==> src/rtl/alm_pkg.sv <==
package alm_pkg;
  localparam int NFIELD = 7;
  localparam int SLOT_W = 8;
  localparam int DATA_W = 16;
  localparam int ADDR_W = 4;
  localparam int EN_BIT = 15;
  localparam logic [ADDR_W-1:0] ADDR_COMMIT = ADDR_W'(NFIELD);
  localparam logic [ADDR_W-1:0] ADDR_IE     = ADDR_W'(NFIELD + 1);
  localparam logic [ADDR_W-1:0] ADDR_STAT   = ADDR_W'(NFIELD + 2);

  typedef struct packed {
    logic              en;
    logic [SLOT_W-1:0] val;
  } alm_field_t;

  typedef logic [NFIELD-1:0][SLOT_W-1:0] cal_vec_t;

  // value width of each calendar field, indexed by write address
  function automatic int field_width(input int idx);
    case (idx)
      0, 1:    return 7;
      2, 4:    return 6;
      3:       return 3;
      5:       return 5;
      default: return 8;
    endcase
  endfunction

  function automatic logic [SLOT_W-1:0] field_mask(input int idx);
    logic [SLOT_W-1:0] m;
    m = '0;
    for (int b = 0; b < SLOT_W; b++) m[b] = (b < field_width(idx));
    return m;
  endfunction
endpackage

==> src/rtl/alm_stage_regs.sv <==
module alm_stage_regs
  import alm_pkg::*;
(
  input  logic                     clk_i,
  input  logic                     rst_ni,
  input  logic                     wr_en_i,
  input  logic [ADDR_W-1:0]        wr_addr_i,
  input  logic                     wr_flag_i,
  input  logic [SLOT_W-1:0]        wr_val_i,
  output alm_field_t [NFIELD-1:0]  active_o,
  output logic                     commit_evt_o
);
  alm_field_t [NFIELD-1:0] staged_q;
  alm_field_t [NFIELD-1:0] active_q;

  assign commit_evt_o = wr_en_i && (wr_addr_i == ADDR_COMMIT) && wr_flag_i;

  for (genvar i = 0; i < NFIELD; i++) begin : g_field
    logic fld_wr;
    assign fld_wr = wr_en_i && (wr_addr_i == ADDR_W'(i));
    always_ff @(posedge clk_i) begin
      if (!rst_ni) begin
        staged_q[i] <= '0;
      end else if (fld_wr) begin
        staged_q[i].en  <= wr_flag_i;
        staged_q[i].val <= wr_val_i & field_mask(i);
      end
    end
  end

  always_ff @(posedge clk_i) begin
    if (!rst_ni)           active_q <= '0;
    else if (commit_evt_o) active_q <= staged_q;
  end

  assign active_o = active_q;

  AST_ACTIVE_ONLY_ON_COMMIT: assert property (@(posedge clk_i) disable iff (!rst_ni)
    !$stable(active_q) |-> $past(commit_evt_o)) else $error("active set changed without commit");
endmodule

==> src/rtl/alm_field_match.sv <==
module alm_field_match
  import alm_pkg::*;
(
  input  alm_field_t [NFIELD-1:0] active_i,
  input  cal_vec_t                cal_i,
  output logic [NFIELD-1:0]       en_vec_o,
  output logic [NFIELD-1:0]       eq_vec_o,
  output logic                    any_en_o,
  output logic                    hit_o
);
  for (genvar i = 0; i < NFIELD; i++) begin : g_cmp
    assign en_vec_o[i] = active_i[i].en;
    assign eq_vec_o[i] = (active_i[i].val == (cal_i[i] & field_mask(i)));
  end

  assign any_en_o = |en_vec_o;
  assign hit_o    = any_en_o && (&(eq_vec_o | ~en_vec_o));
endmodule

==> src/rtl/alm_status.sv <==
module alm_status (
  input  logic clk_i,
  input  logic rst_ni,
  input  logic tick_i,
  input  logic hit_i,
  input  logic any_en_i,
  input  logic ie_wr_i,
  input  logic stat_wr_i,
  input  logic wr_bit0_i,
  output logic pending_o,
  output logic irq_o
);
  logic pend_q, ie_q;
  logic set_evt, clr_evt;

  assign set_evt = tick_i && hit_i;
  assign clr_evt = stat_wr_i && wr_bit0_i;

  always_ff @(posedge clk_i) begin
    if (!rst_ni) begin
      pend_q <= 1'b0;
      ie_q   <= 1'b0;
    end else begin
      if (set_evt)      pend_q <= 1'b1;
      else if (clr_evt) pend_q <= 1'b0;
      if (ie_wr_i)      ie_q   <= wr_bit0_i;
    end
  end

  assign pending_o = pend_q;
  assign irq_o     = pend_q && ie_q;

  AST_RISE_ONLY_ON_TICK: assert property (@(posedge clk_i) disable iff (!rst_ni)
    $rose(pend_q) |-> $past(tick_i)) else $error("pending rose without tick");
  AST_FALL_ONLY_ON_CLEAR: assert property (@(posedge clk_i) disable iff (!rst_ni)
    $fell(pend_q) |-> ($past(clr_evt) && !$past(set_evt))) else $error("pending fell without clear");
  AST_NO_EMPTY_FIRE: assert property (@(posedge clk_i) disable iff (!rst_ni)
    (tick_i && !any_en_i && !pend_q) |=> !pend_q) else $error("fired with no field enabled");
  AST_IRQ_FOLLOWS_IE_WRITE: assert property (@(posedge clk_i) disable iff (!rst_ni)
    (ie_wr_i && !wr_bit0_i) |=> !irq_o) else $error("irq high after enable removed");
endmodule

==> src/rtl/alm_cmp_top.sv <==
module alm_cmp_top
  import alm_pkg::*;
(
  input  logic              clk_i,
  input  logic              rst_ni,
  input  logic              wr_en_i,
  input  logic [ADDR_W-1:0] wr_addr_i,
  input  logic [DATA_W-1:0] wr_data_i,
  input  logic              tick_i,
  input  logic [6:0]        cal_sec_i,
  input  logic [6:0]        cal_min_i,
  input  logic [5:0]        cal_hour_i,
  input  logic [2:0]        cal_wday_i,
  input  logic [5:0]        cal_day_i,
  input  logic [4:0]        cal_mon_i,
  input  logic [7:0]        cal_year_i,
  output logic              pending_o,
  output logic              irq_o
);
  cal_vec_t                cal_vec;
  alm_field_t [NFIELD-1:0] active;
  logic [NFIELD-1:0]       en_vec, eq_vec;
  logic                    any_en, hit, commit_evt;
  logic                    ie_wr, stat_wr;
  logic                    unused_bits;

  // slot index equals the field's write address
  assign cal_vec[0] = SLOT_W'(cal_sec_i);
  assign cal_vec[1] = SLOT_W'(cal_min_i);
  assign cal_vec[2] = SLOT_W'(cal_hour_i);
  assign cal_vec[3] = SLOT_W'(cal_wday_i);
  assign cal_vec[4] = SLOT_W'(cal_day_i);
  assign cal_vec[5] = SLOT_W'(cal_mon_i);
  assign cal_vec[6] = SLOT_W'(cal_year_i);

  assign unused_bits = ^wr_data_i[EN_BIT-1:SLOT_W];
  assign ie_wr   = wr_en_i && (wr_addr_i == ADDR_IE);
  assign stat_wr = wr_en_i && (wr_addr_i == ADDR_STAT);

  alm_stage_regs i_stage (
    .clk_i        (clk_i),
    .rst_ni       (rst_ni),
    .wr_en_i      (wr_en_i),
    .wr_addr_i    (wr_addr_i),
    .wr_flag_i    (wr_data_i[EN_BIT]),
    .wr_val_i     (wr_data_i[SLOT_W-1:0]),
    .active_o     (active),
    .commit_evt_o (commit_evt)
  );

  alm_field_match i_match (
    .active_i (active),
    .cal_i    (cal_vec),
    .en_vec_o (en_vec),
    .eq_vec_o (eq_vec),
    .any_en_o (any_en),
    .hit_o    (hit)
  );

  alm_status i_status (
    .clk_i     (clk_i),
    .rst_ni    (rst_ni),
    .tick_i    (tick_i),
    .hit_i     (hit),
    .any_en_i  (any_en),
    .ie_wr_i   (ie_wr),
    .stat_wr_i (stat_wr),
    .wr_bit0_i (wr_data_i[0]),
    .pending_o (pending_o),
    .irq_o     (irq_o)
  );

  AST_HIT_NEEDS_ENABLED_EQ: assert property (@(posedge clk_i) disable iff (!rst_ni)
    hit |-> ((en_vec & ~eq_vec) == '0)) else $error("hit with an enabled field unequal");
  AST_NO_COMMIT_NO_CHANGE: assert property (@(posedge clk_i) disable iff (!rst_ni)
    (wr_en_i && wr_addr_i < ADDR_COMMIT) |=> $stable(en_vec)) else $error("field write reached active set");
endmodule

==> config.mk <==
export PLATFORM = sky130hd
export DESIGN_NAME = alm_cmp_top
export DESIGN_NICKNAME = d
export VERILOG_FILES = /design/src/rtl/alm_pkg.sv /design/src/rtl/alm_stage_regs.sv /design/src/rtl/alm_field_match.sv /design/src/rtl/alm_status.sv /design/src/rtl/alm_cmp_top.sv
export SDC_FILE = /design/constraint.sdc
export NUM_CORES = 1
export LEC_CHECK = 0
export ABC_AREA = 0
export BUFFER_PORTS_ARGS = -buffer_cell sky130_fd_sc_hd__buf_4
export CORE_MARGIN = 2
export CORE_UTILIZATION = 50
export DETAILED_ROUTE_END_ITERATION = 7
export MAX_ROUTING_LAYER = met4
export PLACE_DENSITY = 0.74
export SLEW_MARGIN = 10
export SYNTH_ARGS = -nofsm -noshare
export SYNTH_HDL_FRONTEND = slang
export SYNTH_SLANG_ARGS = --single-unit
==> constraint.sdc <==
create_clock -name clk_i -period 1.6 [get_ports clk_i]
set_input_delay 0.16 -clock clk_i [delete_from_list [all_inputs] [get_ports clk_i]]
set_output_delay 0.16 -clock clk_i [all_outputs]
set_load 0.02 [all_outputs]
# After elaboration in Yosys (flattened, before gate mapping)
# Index checks and enable logic that the tools add are counted.
classes:
  eq_ne: 16
  muxes: 2
  n_reduce_logical: 19
  n_bitwise: 2
ops:
  columns: ["cell", "count"]
  rows:
  - ["== test 4 x 3 -> 1 bit, second input constant", 4]
  - ["logical AND 1 bit", 15]
  - ["== test 7 bit", 2]
  - ["== test 6 bit", 2]
  - ["== test 4 x 2 -> 1 bit, second input constant", 2]
  - ["== test 4 bit, second input constant", 2]
  - ["== test 8 bit", 1]
  - ["inverter 7 bit", 1]
  - ["OR 7 bit", 1]
  - ["AND reduction 7 bit", 1]
  - ["OR reduction 7 bit", 1]
  - ["== test 5 bit", 1]
  - ["== test 4 x 1 -> 1 bit, second input constant", 1]
  - ["zero test 4 bit", 1]
  - ["== test 3 bit", 1]
  - ["two-way mux 1 bit", 2]
  - ["nonzero test 2 bit", 1]
word_totals:
  input_bits: 66
  reg_bits: 100
  out_inout_bits: 2

# Longest topological paths before layout
logic_depth:
  ltp_word: 6
  ltp_mapped: 8
  mapped_depth_nobuf: 5

# Modules after synthesis
# Synthesis repeated with hierarchy kept, for this count alone.
hier_totals:
  hier_cells: 447
  area_unflattened_um2: 4536.9
by_module_without_submodules:
  columns: ["module", "area_per_inst_um2", "cells_each", "seq_area_each_um2", "instances"]
  rows:
  - ["alm_stage_regs", 3769.9, 352, 1961.9, 1]
  - ["alm_field_match", 644.4, 83, 0.0, 1]
  - ["alm_status", 81.3, 8, 40.0, 1]
  - ["alm_cmp_top", 41.3, 4, 0.0, 1]

# Worst setup path before layout
# OpenSTA, ideal clock, no wires.
synth_timing:
  kind: "register -> register"
  startpoint: "register i_stage.active_q (netlist bit i_stage.active_o[21])"
  endpoint: "register i_status.pend_q (netlist: i_status.pending_o)"
  required_time_ns: 1.513
  path_slack_ns: 0.309
  stages_incl_launch_ff: 6
  n_path_buf: 0
  setup_ns: 0.087
  period_less_slack_ns: 1.291
  arrival_ns: 1.203
  path_cell_list: "dfxtp_1 xor2_1 nor4_1 nand3_1 a22o_1 o31ai_1"
synth_via:
  elab_chain_cells: 6
  word_cells_on_any_way: 7
synth_lines:
  columns: ["element", "line_no", "rtl"]
  rows:
  - ["from (decl)", "alm_stage_regs.sv:14", "alm_field_t [NFIELD-1:0] active_q;"]
  - ["from (signal assigned)", "alm_stage_regs.sv:33", "else if (commit_evt_o) active_q <= staged_q;"]
  - ["== test 6 bit *", "alm_field_match.sv:13", "assign eq_vec_o[i] = (active_i[i].val == (cal_i[i] & field_mask(i)));"]
  - ["OR 7 bit *", "alm_field_match.sv:17", "assign hit_o = any_en_o && (&(eq_vec_o | ~en_vec_o));"]
  - ["AND reduction 7 bit *", "alm_field_match.sv:17", null]
  - ["logical AND 1 bit *", "alm_field_match.sv:17", null]
  - ["logical AND 1 bit *", "alm_status.sv:16", "assign set_evt = tick_i && hit_i;"]
  - ["two-way mux 1 bit / nonzero test 2 bit (equally long branches)", null, null]
  - ["to (signal assigned)", "alm_status.sv:21", "pend_q <= 1'b0;"]
  - ["to (signal assigned)", "alm_status.sv:24", "if (set_evt) pend_q <= 1'b1;"]
  - ["to (signal assigned)", "alm_status.sv:25", "else if (clr_evt) pend_q <= 1'b0;"]
  - ["to (decl)", "alm_status.sv:13", "logic pend_q, ie_q;"]
# Every way passes the cells marked *; elsewhere a longest branch is shown, timed or not.
# A chain may end at the register's enable or synchronous reset.

# Worst setup path in the final report
layout_timing:
  startpoint: "register i_stage.active_q (netlist bit i_stage.active_o[1])"
  endpoint: "register i_status.pend_q (netlist: i_status.pending_o)"
layout_via:
  elab_chain_cells: 6
  word_cells_on_any_way: 7
layout_lines:
  columns: ["element", "line_no"]
  rows:
  - ["== test 7 bit *", "alm_field_match.sv:13"]
  - ["OR 7 bit *", "alm_field_match.sv:17"]
  - ["AND reduction 7 bit *", "alm_field_match.sv:17"]
  - ["logical AND 1 bit *", "alm_field_match.sv:17"]
  - ["logical AND 1 bit *", "alm_status.sv:16"]
  - ["two-way mux 1 bit / nonzero test 2 bit (equally long branches)", null]
# Marked as above.

==> results.py <==
metrics = {
    "outcome": {
        "outcome": "finished clean",
    },
    "layout": {
        "fillers": 715,
        "final_cells": 630,
        "final_area_um2": 5100,
        "nNetsFinal": 586,
        "layout-drive-gt1-share_pct": 18.1,
        "area_growth_syn_to_layout_pct": 18.1,
        "diodes": 0,
    },
    "clock_network": {
        "htreeDepth": 3,
        "cts_root_buf": "clkbuf_8",
        "cts_setup_buffers": 0,
        "cts_inserted_buffers": 9,
        "cts_tree": "built",
        "insertion_delay_ns": 0.36,
        "clk_path_buf_depth": 2,
        "clock_sinks": 100,
        "path_clk_slew_ns": 0.10,
    },
    "pwr": {
        "p_int_uw": 3430,
        "comb_power_share_pct": 7.9,
        "max-vdd-ir-drop_mv": 0.412,
        "p_leak_uw": 0.00197,
        "powerDensity_nw_per_um2": 875,
        "p_sw_uw": 1030,
        "power_uw": 4460,
        "p_clk_share_pct": 35.8,
        "switching_share_pct": 23.1,
        "seq_power_share_pct": 56.3,
    },
    "sta": {
        "max_freq_mhz": 673,
        "rsz0062_at_grt": "false",
        "setup_violations": 0,
        "skew_ns": 0.00740,
        "finalSetupTns_ns": 0,
        "final-hold-violation-count": 0,
        "max_slew_margin_pct": 70.2,
        "period_share_pct": 92.9,
        "final_max_slew_viol_count": 0,
        "fin_crit_ns": 1.49,
        "tightest_slew_ns": 0.446,
    },
    "worst_setup_path": {
        "cpLargestDelayFamily": "compound AO/OA/AOI/OAI gates",
        "rrSetupSlack_ns": 0.11,
        "critPathMaxStageDelay_ns": 0.33,
        "crit_slowest_cell": "dfxtp_1",
        "cp-start-kind": "register",
        "critPathKind": "reg -> reg",
        "cp-end-kind": "register",
        "cp_cell_sequence": "xnor2_1 -> nand4_1 -> o41ai_2 -> buf_4 -> nand4_1 -> o31ai_1",
        "cpMostUsedCell": "nand4_1",
        "crit_arrival_ns": 1.76,
        "worst_ep_required_time_ns": 1.88,
        "crit_buf_inv": 1,
        "crit_fanout": 2,
    },
    "global_routing": {
        "grt_pass1_vias": 3093,
        "overflow": 0,
        "grt_pass1_wl_um": 15100,
        "antenna_found_initial": 0,
        "grtUsageTotal_pct": 20.5,
        "grt_max_degree": 47,
    },
    "hold_path": {
        "hp-class": "in -> reg",
    },
    "yosys": {
        "syn_nets": 529,
        "synth_flop_cell": "dfxtp_1",
        "syn-cell-area_um2": 4310,
        "synth_top_area_share_pct": 46.4,
        "synth-seq-area-share_pct": 46.4,
        "ys_seq_elements": 100,
        "synth_warnings": 0,
        "synth-edff-count": 0,
        "synth.avg_cell_area_um2": 9.32,
        "synth.distinct_cells": 30,
        "async_reset_ff_share_pct": 0,
        "ys_top_cells_by_area": "dfxtp_1 (46%), mux2i_1 (11%), nand2_1 (9.4%)",
        "synth_top_area_cell": "dfxtp_1",
        "syn_inst": 463,
    },
    "placement": {
        "placed_cells": 614,
        "port_buffers": 60,
        "dp_hpwl_um": 6390,
        "place_congestion": 0.843,
        "placed_area_um2": 4880,
    },
    "floorplanning": {
        "die_h_um": 96.9,
        "rows": 33,
        "ios": 68,
        "coreArea_um2": 8300,
        "dieArea_um2": 9390,
        "die_w_um": 96.9,
        "start_util_pct": 52.0,
    },
    "drt": {
        "wl_per_cell_um": 14.3,
        "final_antenna_net_count": 0,
        "drt-initial-drc-count": 126,
        "vias": 3188,
        "drt-pass1-iter-count": 4,
        "wirelength_um": 8980,
        "viasPerCell": 5.06,
        "drc_errors": 0,
    },
    "job": {
        "max_cap_violations": 0,
    },
}
[through the flow]
stage               util (%)  worst slack (ns)  hold slack (ns)
floorplan                  -             0.309            0.317
global placement        58.8            0.0294            0.426
detailed placement      58.8            0.0533            0.445
CTS                     61.3             0.108           0.0728
global route            61.4            0.0335           0.0978
finish                  61.4             0.114           0.0827
[worst reg2reg max path, stage by stage (launching register included)]
cell     delay [ns]
dfxtp_1        0.33
xnor2_1        0.16
nand4_1        0.15
o41ai_2        0.32
buf_4          0.18
nand4_1        0.07
o31ai_1        0.19
[power groups by stage]
stage                     Clock (µW)  Sequential (µW)  Combinational (µW)
after global placement             0             2570                 344
after CTS                       1650             2510                 352
after detailed placement           0             2570                 350
after floorplan                    0             2570                 170
final                           1600             2510                 351
after global routing            1740             2510                 380
[what timing repair did]
action                                  in CTS  in global routing
hold buffers                                 0                  0
endpoints found under the setup margin       1                  1
resized for setup                            1                  1
[state kept, by name (all words and copies together), names as in the netlist]
register and count:
i_status.pending_o 1, i_stage.staged_q 49, i_stage.active_o 49, i_status.ie_q 1
[routing by layer]
| metal | up-vias | share of wire [%] | track usage, % |
|---|---|---|---|
| met4 | 0 | 1.8 | 7.48 |
| met3 | 13 | 2.6 | 2.89 |
| met5 | - | 0 | - |
| met1 | 1480 | 49 | 27.0 |
| met2 | 52 | 47 | 32.4 |
| li1 | 1643 | - | - |
[path summary, 6_finish.rpt]
| check | to | cells after the start | startpoint |
|---|---|---|---|
| hold / removal | i_stage.staged_q[6] | 3 | wr_data_i[6] |
| hold reg to reg | i_stage.active_o[4] | 2 | i_stage.staged_q[4] |
| setup reg to reg | i_status.pending_o | 6 | i_stage.active_o[1] |
| setup / recovery | i_status.pending_o | 6 | i_stage.active_o[1] |
[synthesized netlist by cell type, types with 2 or more instances]
cell type	n
xor2_1	16
nand3_1	10
mux2i_1	47
nand2_1	108
buf_6	2
dfxtp_1	100
a21boi_0	42
nor2_2	2
nand4_1	6
nor2b_1	49
nor2_1	2
buf_2	10
nor4_1	3
clkbuf_1	14
a21boi_1	10
o31ai_1	2
o41ai_1	2
xnor2_1	26
[cell type report]
type                       instances  area (µm²)  share of cell area, %
clock buffer                       9         124                   2.43
multi-input combinational        336        2200                   43.2
timing repair buffer              73         561                   11.0
sequential                       100        2000                   39.3
clock inverter                     7        76.3                   1.50
tap                              105         131                   2.58
[kinds of logic (layout without fill, tap and decap cells)]
logic type | after synthesis | count (layout) | share of synthesized area (%)
AOI/OAI and AO/OA | 59 | 59 | 10.2
xor gates and xnor gates | 42 | 42 | 8.53
buffers and inverters | 27 | 89 | 3.02
DFF | 100 | 100 | 46.4
muxes | 47 | 47 | 10.9
and+or+nand+nor | 188 | 188 | 20.9
[cells in the final DEF, fill, tap and decap left out, drive strengths merged, types with 2 or more instances in the layout]
| cell | instances |
|---|---|
| o41ai | 2 |
| nor2b | 49 |
| clkbuf | 9 |
| clkinv | 3 |
| a21boi | 52 |
| nor4 | 3 |
| nor2 | 4 |
| buf | 73 |
| mux2i | 47 |
| nand2 | 108 |
| dfxtp | 100 |
| clkinvlp | 2 |
| xor2 | 16 |
| o31ai | 2 |
| nor3 | 2 |
| nand4 | 6 |
| nand3 | 10 |
| xnor2 | 26 |
(Power assumes the default switching activity.)
